[src/rtl/spi_eng_pkg.sv]
package spi_eng_pkg;
  // Phase order is behaviour: the engine walks these upward, skipping empty ones.
  typedef enum logic [2:0] {
    PH_CMD   = 3'd0,
    PH_ADDR  = 3'd1,
    PH_DUMMY = 3'd2,
    PH_WR    = 3'd3,
    PH_RD    = 3'd4,
    PH_NONE  = 3'd5
  } phase_e;

  // Strobes from control to datapath.
  typedef struct packed {
    logic   load;    // capture the request bundle
    logic   sample;  // take one miso bit on this edge
    logic   busy;    // transaction in progress
    phase_e phase;   // current serial phase
  } strobe_s;
endpackage

[src/rtl/spi_eng_datapath.sv]
module spi_eng_datapath
  import spi_eng_pkg::*;
#(
  parameter int DATA_W  = 32,
  parameter int LEN_W   = 6,
  parameter int DUMMY_W = 8,
  parameter int EXTRA_W = 4,
  parameter int CNT_W   = DUMMY_W + 1
) (
  input  logic               clk,
  input  logic               rstN,
  input  strobe_s            stb,
  input  logic [CNT_W-1:0]   bitIdx,
  input  logic [7:0]         cmdByte,
  input  logic [LEN_W-1:0]   addrLen,
  input  logic [DATA_W-1:0]  addrVal,
  input  logic [DUMMY_W-1:0] dummyLen,
  input  logic [EXTRA_W-1:0] extraDummy,
  input  logic [LEN_W-1:0]   wrLen,
  input  logic [DATA_W-1:0]  wrData,
  input  logic [LEN_W-1:0]   rdLen,
  input  logic               miso,
  output logic               mosi,
  output logic [DATA_W-1:0]  rdWord,
  output logic [LEN_W-1:0]   aLenOut,
  output logic [LEN_W-1:0]   wLenOut,
  output logic [LEN_W-1:0]   rLenOut,
  output logic [CNT_W-1:0]   dumTotal
);
  localparam int SEL_W = $clog2(DATA_W);

  logic [7:0]        cmdQ;
  logic [DATA_W-1:0] addrQ, wrQ, rdBuf;
  logic [LEN_W-1:0]  aLenQ, wLenQ, rLenQ;
  logic [CNT_W-1:0]  dumQ;
  logic [SEL_W-1:0]  rdCnt;
  logic [SEL_W-1:0]  rdPos;
  logic [LEN_W-1:0]  rLenIn;

  function automatic logic [LEN_W-1:0] clampLen(input logic [LEN_W-1:0] v);
    return (v > LEN_W'(DATA_W)) ? LEN_W'(DATA_W) : v;
  endfunction

  assign rLenIn = clampLen(rdLen);
  // Byte lanes ascend, bits within a lane arrive MSB first.
  assign rdPos  = {rdCnt[SEL_W-1:3], ~rdCnt[2:0]};

  always_ff @(posedge clk or negedge rstN) begin
    if (!rstN) begin
      cmdQ  <= '0;
      addrQ <= '0;
      wrQ   <= '0;
      aLenQ <= '0;
      wLenQ <= '0;
      rLenQ <= '0;
      dumQ  <= '0;
      rdBuf <= '0;
      rdCnt <= '0;
    end else if (stb.load) begin
      cmdQ  <= cmdByte;
      addrQ <= addrVal;
      wrQ   <= wrData;
      aLenQ <= clampLen(addrLen);
      wLenQ <= clampLen(wrLen);
      rLenQ <= rLenIn;
      dumQ  <= (rLenIn != '0) ? (CNT_W'(dummyLen) + CNT_W'(extraDummy)) : '0;
      rdBuf <= '0;
      rdCnt <= '0;
    end else if (stb.sample) begin
      rdBuf[rdPos] <= miso;
      rdCnt        <= rdCnt + 1'b1;
    end
  end

  always_comb begin
    unique case (stb.phase)
      PH_CMD:  mosi = cmdQ[bitIdx[2:0]];
      PH_ADDR: mosi = addrQ[bitIdx[SEL_W-1:0]];
      PH_WR:   mosi = wrQ[bitIdx[SEL_W-1:0]];
      default: mosi = 1'b0;
    endcase
  end

  always_comb begin
    if (rLenQ >= LEN_W'(DATA_W)) rdWord = rdBuf;
    else                         rdWord = rdBuf & ~({DATA_W{1'b1}} << rLenQ);
  end

  assign aLenOut  = aLenQ;
  assign wLenOut  = wLenQ;
  assign rLenOut  = rLenQ;
  assign dumTotal = dumQ;

  // the captured request stays put for the whole transaction.
  assert_req_held_R8: assert property (@(posedge clk) disable iff (!rstN)
    stb.busy |=> $stable({cmdQ, addrQ, wrQ, aLenQ, wLenQ, rLenQ, dumQ}));

  // control never asks for more read samples than the latched length.
  assert_sample_bound_R5: assert property (@(posedge clk) disable iff (!rstN)
    stb.sample |-> ((LEN_W + 1)'(rdCnt) < (LEN_W + 1)'(rLenQ)));
endmodule

[src/rtl/spi_eng_ctrl.sv]
module spi_eng_ctrl
  import spi_eng_pkg::*;
#(
  parameter int LEN_W = 6,
  parameter int CNT_W = 9
) (
  input  logic             clk,
  input  logic             rstN,
  input  logic             start,
  input  logic [LEN_W-1:0] aLen,
  input  logic [LEN_W-1:0] wLen,
  input  logic [LEN_W-1:0] rLen,
  input  logic [CNT_W-1:0] dumTotal,
  output strobe_s          stb,
  output logic [CNT_W-1:0] bitIdx,
  output logic             sclk,
  output logic             csN,
  output logic             done
);
  typedef enum logic [1:0] {ST_IDLE, ST_LOW, ST_HIGH, ST_TAIL} state_e;

  state_e           state;
  phase_e           phaseQ;
  logic [CNT_W-1:0] idxQ;
  phase_e           nxtPh;
  logic [CNT_W-1:0] nxtLen;
  logic [4:0]       phEn;

  // Find the first non-empty phase after the current one.
  always_comb begin
    phEn           = '0;
    phEn[PH_ADDR]  = (aLen != '0);
    phEn[PH_DUMMY] = (dumTotal != '0);
    phEn[PH_WR]    = (wLen != '0);
    phEn[PH_RD]    = (rLen != '0);
    nxtPh = PH_NONE;
    for (int p = 4; p >= 1; p--) begin
      if (p > int'(phaseQ) && phEn[p]) nxtPh = phase_e'(3'(p));
    end
    unique case (nxtPh)
      PH_ADDR:  nxtLen = CNT_W'(aLen);
      PH_DUMMY: nxtLen = dumTotal;
      PH_WR:    nxtLen = CNT_W'(wLen);
      PH_RD:    nxtLen = CNT_W'(rLen);
      default:  nxtLen = '0;
    endcase
  end

  always_ff @(posedge clk or negedge rstN) begin
    if (!rstN) begin
      state  <= ST_IDLE;
      phaseQ <= PH_NONE;
      idxQ   <= '0;
      sclk   <= 1'b0;
      csN    <= 1'b1;
      done   <= 1'b0;
    end else begin
      done <= 1'b0;
      unique case (state)
        ST_IDLE: if (start) begin
          state  <= ST_LOW;
          csN    <= 1'b0;
          phaseQ <= PH_CMD;
          idxQ   <= CNT_W'(7);
        end
        ST_LOW: begin
          sclk  <= 1'b1;
          state <= ST_HIGH;
        end
        ST_HIGH: begin
          sclk <= 1'b0;
          if (idxQ != '0) begin
            idxQ  <= idxQ - 1'b1;
            state <= ST_LOW;
          end else if (nxtPh != PH_NONE) begin
            phaseQ <= nxtPh;
            idxQ   <= nxtLen - 1'b1;
            state  <= ST_LOW;
          end else begin
            phaseQ <= PH_NONE;
            state  <= ST_TAIL;
          end
        end
        ST_TAIL: begin
          csN   <= 1'b1;
          done  <= 1'b1;
          state <= ST_IDLE;
        end
        default: state <= ST_IDLE;
      endcase
    end
  end

  assign stb.load   = (state == ST_IDLE) && start;
  assign stb.sample = (state == ST_LOW) && (phaseQ == PH_RD);
  assign stb.busy   = (state != ST_IDLE);
  assign stb.phase  = phaseQ;
  assign bitIdx     = idxQ;

  // every high half of sclk lasts exactly one clock.
  assert_sclk_one_R1: assert property (@(posedge clk) disable iff (!rstN)
    sclk |=> !sclk);

  // no serial clock while deselected.
  assert_idle_pins_R7: assert property (@(posedge clk) disable iff (!rstN)
    csN |-> !sclk);

  // first rising sclk one clock after select.
  assert_cs_lead_R7: assert property (@(posedge clk) disable iff (!rstN)
    $fell(csN) |=> $rose(sclk));

  // done is a lone pulse, coincident with deselect.
  assert_done_pulse_R7: assert property (@(posedge clk) disable iff (!rstN)
    done |=> !done);
  assert_done_cs_R7: assert property (@(posedge clk) disable iff (!rstN)
    $rose(csN) |-> done);
endmodule

[src/rtl/spi_phase_engine.sv]
module spi_phase_engine
  import spi_eng_pkg::*;
#(
  parameter int DATA_W  = 32,
  parameter int DUMMY_W = 8,
  parameter int EXTRA_W = 4,
  parameter int LEN_W   = $clog2(DATA_W + 1)
) (
  input  logic               clk,
  input  logic               rstN,
  input  logic               start,
  input  logic [7:0]         cmdByte,
  input  logic [LEN_W-1:0]   addrLen,
  input  logic [DATA_W-1:0]  addrVal,
  input  logic [DUMMY_W-1:0] dummyLen,
  input  logic [EXTRA_W-1:0] extraDummy,
  input  logic [LEN_W-1:0]   wrLen,
  input  logic [DATA_W-1:0]  wrData,
  input  logic [LEN_W-1:0]   rdLen,
  input  logic               miso,
  output logic               sclk,
  output logic               csN,
  output logic               mosi,
  output logic               wp,
  output logic               busy,
  output logic               done,
  output logic [DATA_W-1:0]  rdWord
);
  localparam int SUM_W = ((DUMMY_W > EXTRA_W) ? DUMMY_W : EXTRA_W) + 1;
  localparam int CNT_W = (SUM_W > LEN_W) ? SUM_W : LEN_W;

  strobe_s          stb;
  logic [CNT_W-1:0] bitIdx;
  logic [LEN_W-1:0] aLen, wLen, rLen;
  logic [CNT_W-1:0] dumTotal;

  spi_eng_ctrl #(.LEN_W(LEN_W), .CNT_W(CNT_W)) u_ctrl (
    .clk(clk), .rstN(rstN), .start(start),
    .aLen(aLen), .wLen(wLen), .rLen(rLen), .dumTotal(dumTotal),
    .stb(stb), .bitIdx(bitIdx), .sclk(sclk), .csN(csN), .done(done)
  );

  spi_eng_datapath #(
    .DATA_W(DATA_W), .LEN_W(LEN_W), .DUMMY_W(DUMMY_W),
    .EXTRA_W(EXTRA_W), .CNT_W(CNT_W)
  ) u_dp (
    .clk(clk), .rstN(rstN), .stb(stb), .bitIdx(bitIdx),
    .cmdByte(cmdByte), .addrLen(addrLen), .addrVal(addrVal),
    .dummyLen(dummyLen), .extraDummy(extraDummy),
    .wrLen(wrLen), .wrData(wrData), .rdLen(rdLen), .miso(miso),
    .mosi(mosi), .rdWord(rdWord),
    .aLenOut(aLen), .wLenOut(wLen), .rLenOut(rLen), .dumTotal(dumTotal)
  );

  assign busy = stb.busy;
  assign wp   = 1'b1;  // write protect never asserted by this engine

  // data out holds still across each high half of sclk.
  assert_mosi_stable_R1: assert property (@(posedge clk) disable iff (!rstN)
    sclk |-> $stable(mosi));
endmodule

[config.mk]
export PLATFORM = sky130hd
export DESIGN_NAME = spi_phase_engine
export DESIGN_NICKNAME = d
export VERILOG_FILES = /design/src/rtl/spi_eng_pkg.sv /design/src/rtl/spi_eng_datapath.sv /design/src/rtl/spi_eng_ctrl.sv /design/src/rtl/spi_phase_engine.sv
export SDC_FILE = /design/constraint.sdc
export NUM_CORES = 1
export LEC_CHECK = 0
export ABC_AREA = 1
export CORE_MARGIN = 2
export CORE_UTILIZATION = 55
export CTS_BUF_LIST = sky130_fd_sc_hd__clkbuf_4
export DETAILED_ROUTE_END_ITERATION = 6
export PLACE_DENSITY = 0.83
export SLEW_MARGIN = 20
export SYNTH_ARGS = -nofsm -noshare
export SYNTH_HDL_FRONTEND = slang
export SYNTH_SLANG_ARGS = --single-unit
[constraint.sdc]
create_clock -name clk -period 2.41 [get_ports clk]
set_input_delay 0.723 -clock clk [delete_from_list [all_inputs] [get_ports clk]]
set_output_delay 0.723 -clock clk [all_outputs]
set_load 0.03 [all_outputs]
==> results.ini <==
[synthesis]
yosys_warnings=0
synthArstFlopShare_pct=100
synth.cell_area_um2=8140
syn_nets=1176
synth-edff-count=0
syn_inst=1055
avgSynthCellArea_um2=7.71
ys_types=49
synth_flop_cell=dfrtp_1
yosysSeqAreaShare_pct=47.1
synth-seq-cells=153

[setup_path]
crit_arrival_ps=2510
end_kind=output port
crit_fanout=8
critPathCapture=mosi
r2r_start=u_dp.rLenOut[5]$_DFFE_PN0P_
cp.required_ps=1690
path_cells=buf_6, buf_6, nor2_1, o22ai_2, o21ai_1, o22ai_1, o211ai_1, o221ai_2, buf_6
cpMostUsedCell=buf_6
cp-start-kind=register
reg2reg_slack_ps=-240
path_class=register to output port
reg2reg_to=u_ctrl.bitIdx[6]$_DFFE_PN0P_
max_stage_delay_ps=480
crit_start=u_ctrl.bitIdx[0]$_DFFE_PN0P_
slowest_stage=dfrtp_2
r2r_cells=21

[sta]
slew_headroom_pct=49.7
hold_viol=0
slew_viol_final=0
clock.fmax_mhz=309
final-setup-viol-count=40
finalCritPeriodShare_pct=134
fin_crit_ps=3230
skew_ps=23.8
worst_pin_slew_ps=749
finalSetupTns_ps=-8600
setup_ws_ps=-822
rsz0062_at_grt=yes

[detailed_routing]
wl_per_cell_um=18.6
drc=1
dr.first_iter.drc_count=1091
detail-route-antenna-nets=0
dr_total_vias=8826
routed_wl_mm=27.5
via_per_inst=5.97
drtPass1Iterations=7

[global_route]
grtUsageTotal_pct=32.2
antenna_found_initial=0
overflow=0
grt_max_degree=81
grt_pass1_wl_mm=40.6
grt_pass1_vias=8168

[layout]
area_growth_pct=42.0
num-fill-cells=850
final_cell_mix=nand2_1 (302), dfrtp_1 (144), clkdlybuf4s50_1 (105), nor2_1 (86), buf_4 (84)
utilization_pct=79.8
final_common_cell=nand2_1
drive_gt1_share_pct=26.2
postLayoutCellArea_um2=11600
antennaDiodeCount=0
final_nets=1402

[floorplanning]
rows=44
die_w_um=126
die-area_um2=15800
core_um2=14500
pin_count=144
fp.dieH_um=126
start_util_pct=56.2

[clock_tree]
cts.path.max_buffers=2
cts-root-buf=clkbuf_4
cts_hold_buf=0
clock-sinks=153
cts_tree=built
cts_buffers=17
clk_latency_ps=590
h-tree-depth=4
clkSlewWorstSetupHoldPaths_ps=160

[place]
port_buffers=142
dpl_cell_area_um2=10300
dp_hpwl_mm=17.2
gp_congestion=0.967

[power_and_ir_drop]
vdd_drop_max_mv=0.605
p_leak_uw=0.00559
finalPower_uw=12100
cellPowerDensity_nw_per_um2=1050

[worst_hold_path]
min_path_type=primary input to async pin

[status]
violations=DRC, setup timing
status=finished with violations

[flow_run]
cap_violations=0

## cell usage after synthesis (2+ instances only)
| library cell | number | area (um^2) |
|---|---|---|
| a21oi_1 | 18 | 90.1 |
| nand2_4 | 6 | 67.6 |
| a22o_1 | 5 | 43.8 |
| buf_1 | 2 | 7.51 |
| dfrtp_1 | 150 | 3750 |
| nor2_2 | 7 | 43.8 |
| xor2_1 | 2 | 17.5 |
| nand4_1 | 10 | 62.6 |
| or4_1 | 2 | 15.0 |
| nand3_1 | 42 | 210 |
| o22ai_1 | 29 | 181 |
| a211oi_1 | 4 | 30.0 |
| nand3_2 | 2 | 20.0 |
| clkbuf_1 | 42 | 158 |
| xnor2_1 | 2 | 17.5 |
| inv_1 | 94 | 353 |
| a22oi_1 | 24 | 180 |
| a31oi_1 | 28 | 175 |
| inv_4 | 2 | 12.5 |
| a21boi_0 | 4 | 30.0 |
| o221ai_1 | 2 | 17.5 |
| dfstp_2 | 3 | 78.8 |
| nand2_2 | 4 | 25.0 |
| ha_1 | 14 | 175 |
| o21ai_0 | 87 | 435 |
| inv_2 | 4 | 15.0 |
| o32ai_1 | 2 | 17.5 |
| o21ai_1 | 2 | 10.0 |
| clkinv_1 | 2 | 7.51 |
| o211ai_1 | 4 | 30.0 |
| nor3_1 | 7 | 35.0 |
| nor2_4 | 7 | 78.8 |
| nor2_1 | 110 | 413 |
| nand2_1 | 317 | 1190 |
## timing repair
action / 4_1_cts / 5_1_grt
endpoints found under the hold margin: 0 / 0
pin swaps: 34 / 60
gates resized for setup: 281 / 106
cloned: 2 / 0
setup endpoints to repair: 38 / 46
buffers inserted: 24 / 8
## worst min path at each step
stage / to / slack [ps] / depth (start not counted)
finish: u_dp.rLenOut[2]$_DFFE_PN0P_ / 60 / 1
floorplan: u_ctrl.bitIdx[0]$_DFFE_PN0P_ / 430 / 0
CTS: u_dp.rLenOut[2]$_DFFE_PN0P_ / 70 / 1
detailed placement: u_dp.addrQ[1]$_DFFE_PN0P_ / 460 / 2
global placement: u_dp.wrQ[9]$_DFFE_PN0P_ / 460 / 2
global route: u_dp.rLenOut[2]$_DFFE_PN0P_ / 60 / 1
## cells by family (layout without fill, tap and decap cells)
family / count (synthesis) / in the layout / synth area share, %
xor gates and xnor gates: 4 / 4 / 0.431
buffers and inverters: 150 / 389 / 7.12
DFF: 153 / 153 / 47.1
other: 1 / 1 / 0.0461
adders and majority gates: 15 / 15 / 2.40
AOI/OAI and AO/OA: 215 / 215 / 16.0
and+or+nand+nor: 517 / 517 / 26.9
## area by class of cell
cell class	count	area [um^2]	share of cell area, %
clock buffers	18	135	1.17
clock inverters	14	153	1.32
multi-input cells	752	4280	37.0
well taps	184	230	1.99
flip-flops and latches	153	3840	33.2
inverters	103	425	3.68
repair buffers	254	2500	21.6
## per-stage QoR
step	hold WS, ps	cells	setup slack (ps)
after floorplan	427	1055	38.5
after global placement	457	1417	-316
after detailed placement	462	1417	-322
after CTS	68.9	1473	-705
after global routing	57.4	1478	-911
final	55.8	1478	-822
## power breakdown
part | internal [uW] | switching, uW | total (uW) | leakage [uW]
Clock | 570 | 1080 | 1650 | 0.000150
Sequential | 3420 | 629 | 4040 | 0.00195
Combinational | 2660 | 3770 | 6420 | 0.00348
## registers in the layout, summed over array words and instances (netlist names), 2 cells and up
register       cells
u_dp.addrQ        32
u_dp.rdBuf        32
u_dp.wrQ          32
u_ctrl.bitIdx      9
u_dp.dumTotal      9
u_dp.cmdQ          8
u_dp.aLenOut       6
u_dp.rLenOut       6
u_dp.wLenOut       6
u_dp.rdCnt         5
u_ctrl.phaseQ      3
u_ctrl.state       2
## worst max-delay path: cells and delay by family, from the launching register on
kind / cells / cell delay, ps
simple gates: 1 / 210
buf+inv: 3 / 470
flops: 1 / 480
compound gates: 5 / 760
## metal layers
metal  wire length, um  global-route usage [%]  share of wire (%)  vias to the layer above
met5                 0                       0                  0                        -
met3              2340                    6.41                8.5                      157
met1             10500                    42.3                 38                     4158
met2             13100                    52.2                 48                      578
met4              1610                    14.2                5.9                        0
li1                  -                       -                  -                     3933
No activity file was read; power rests on OpenSTA's default activity.
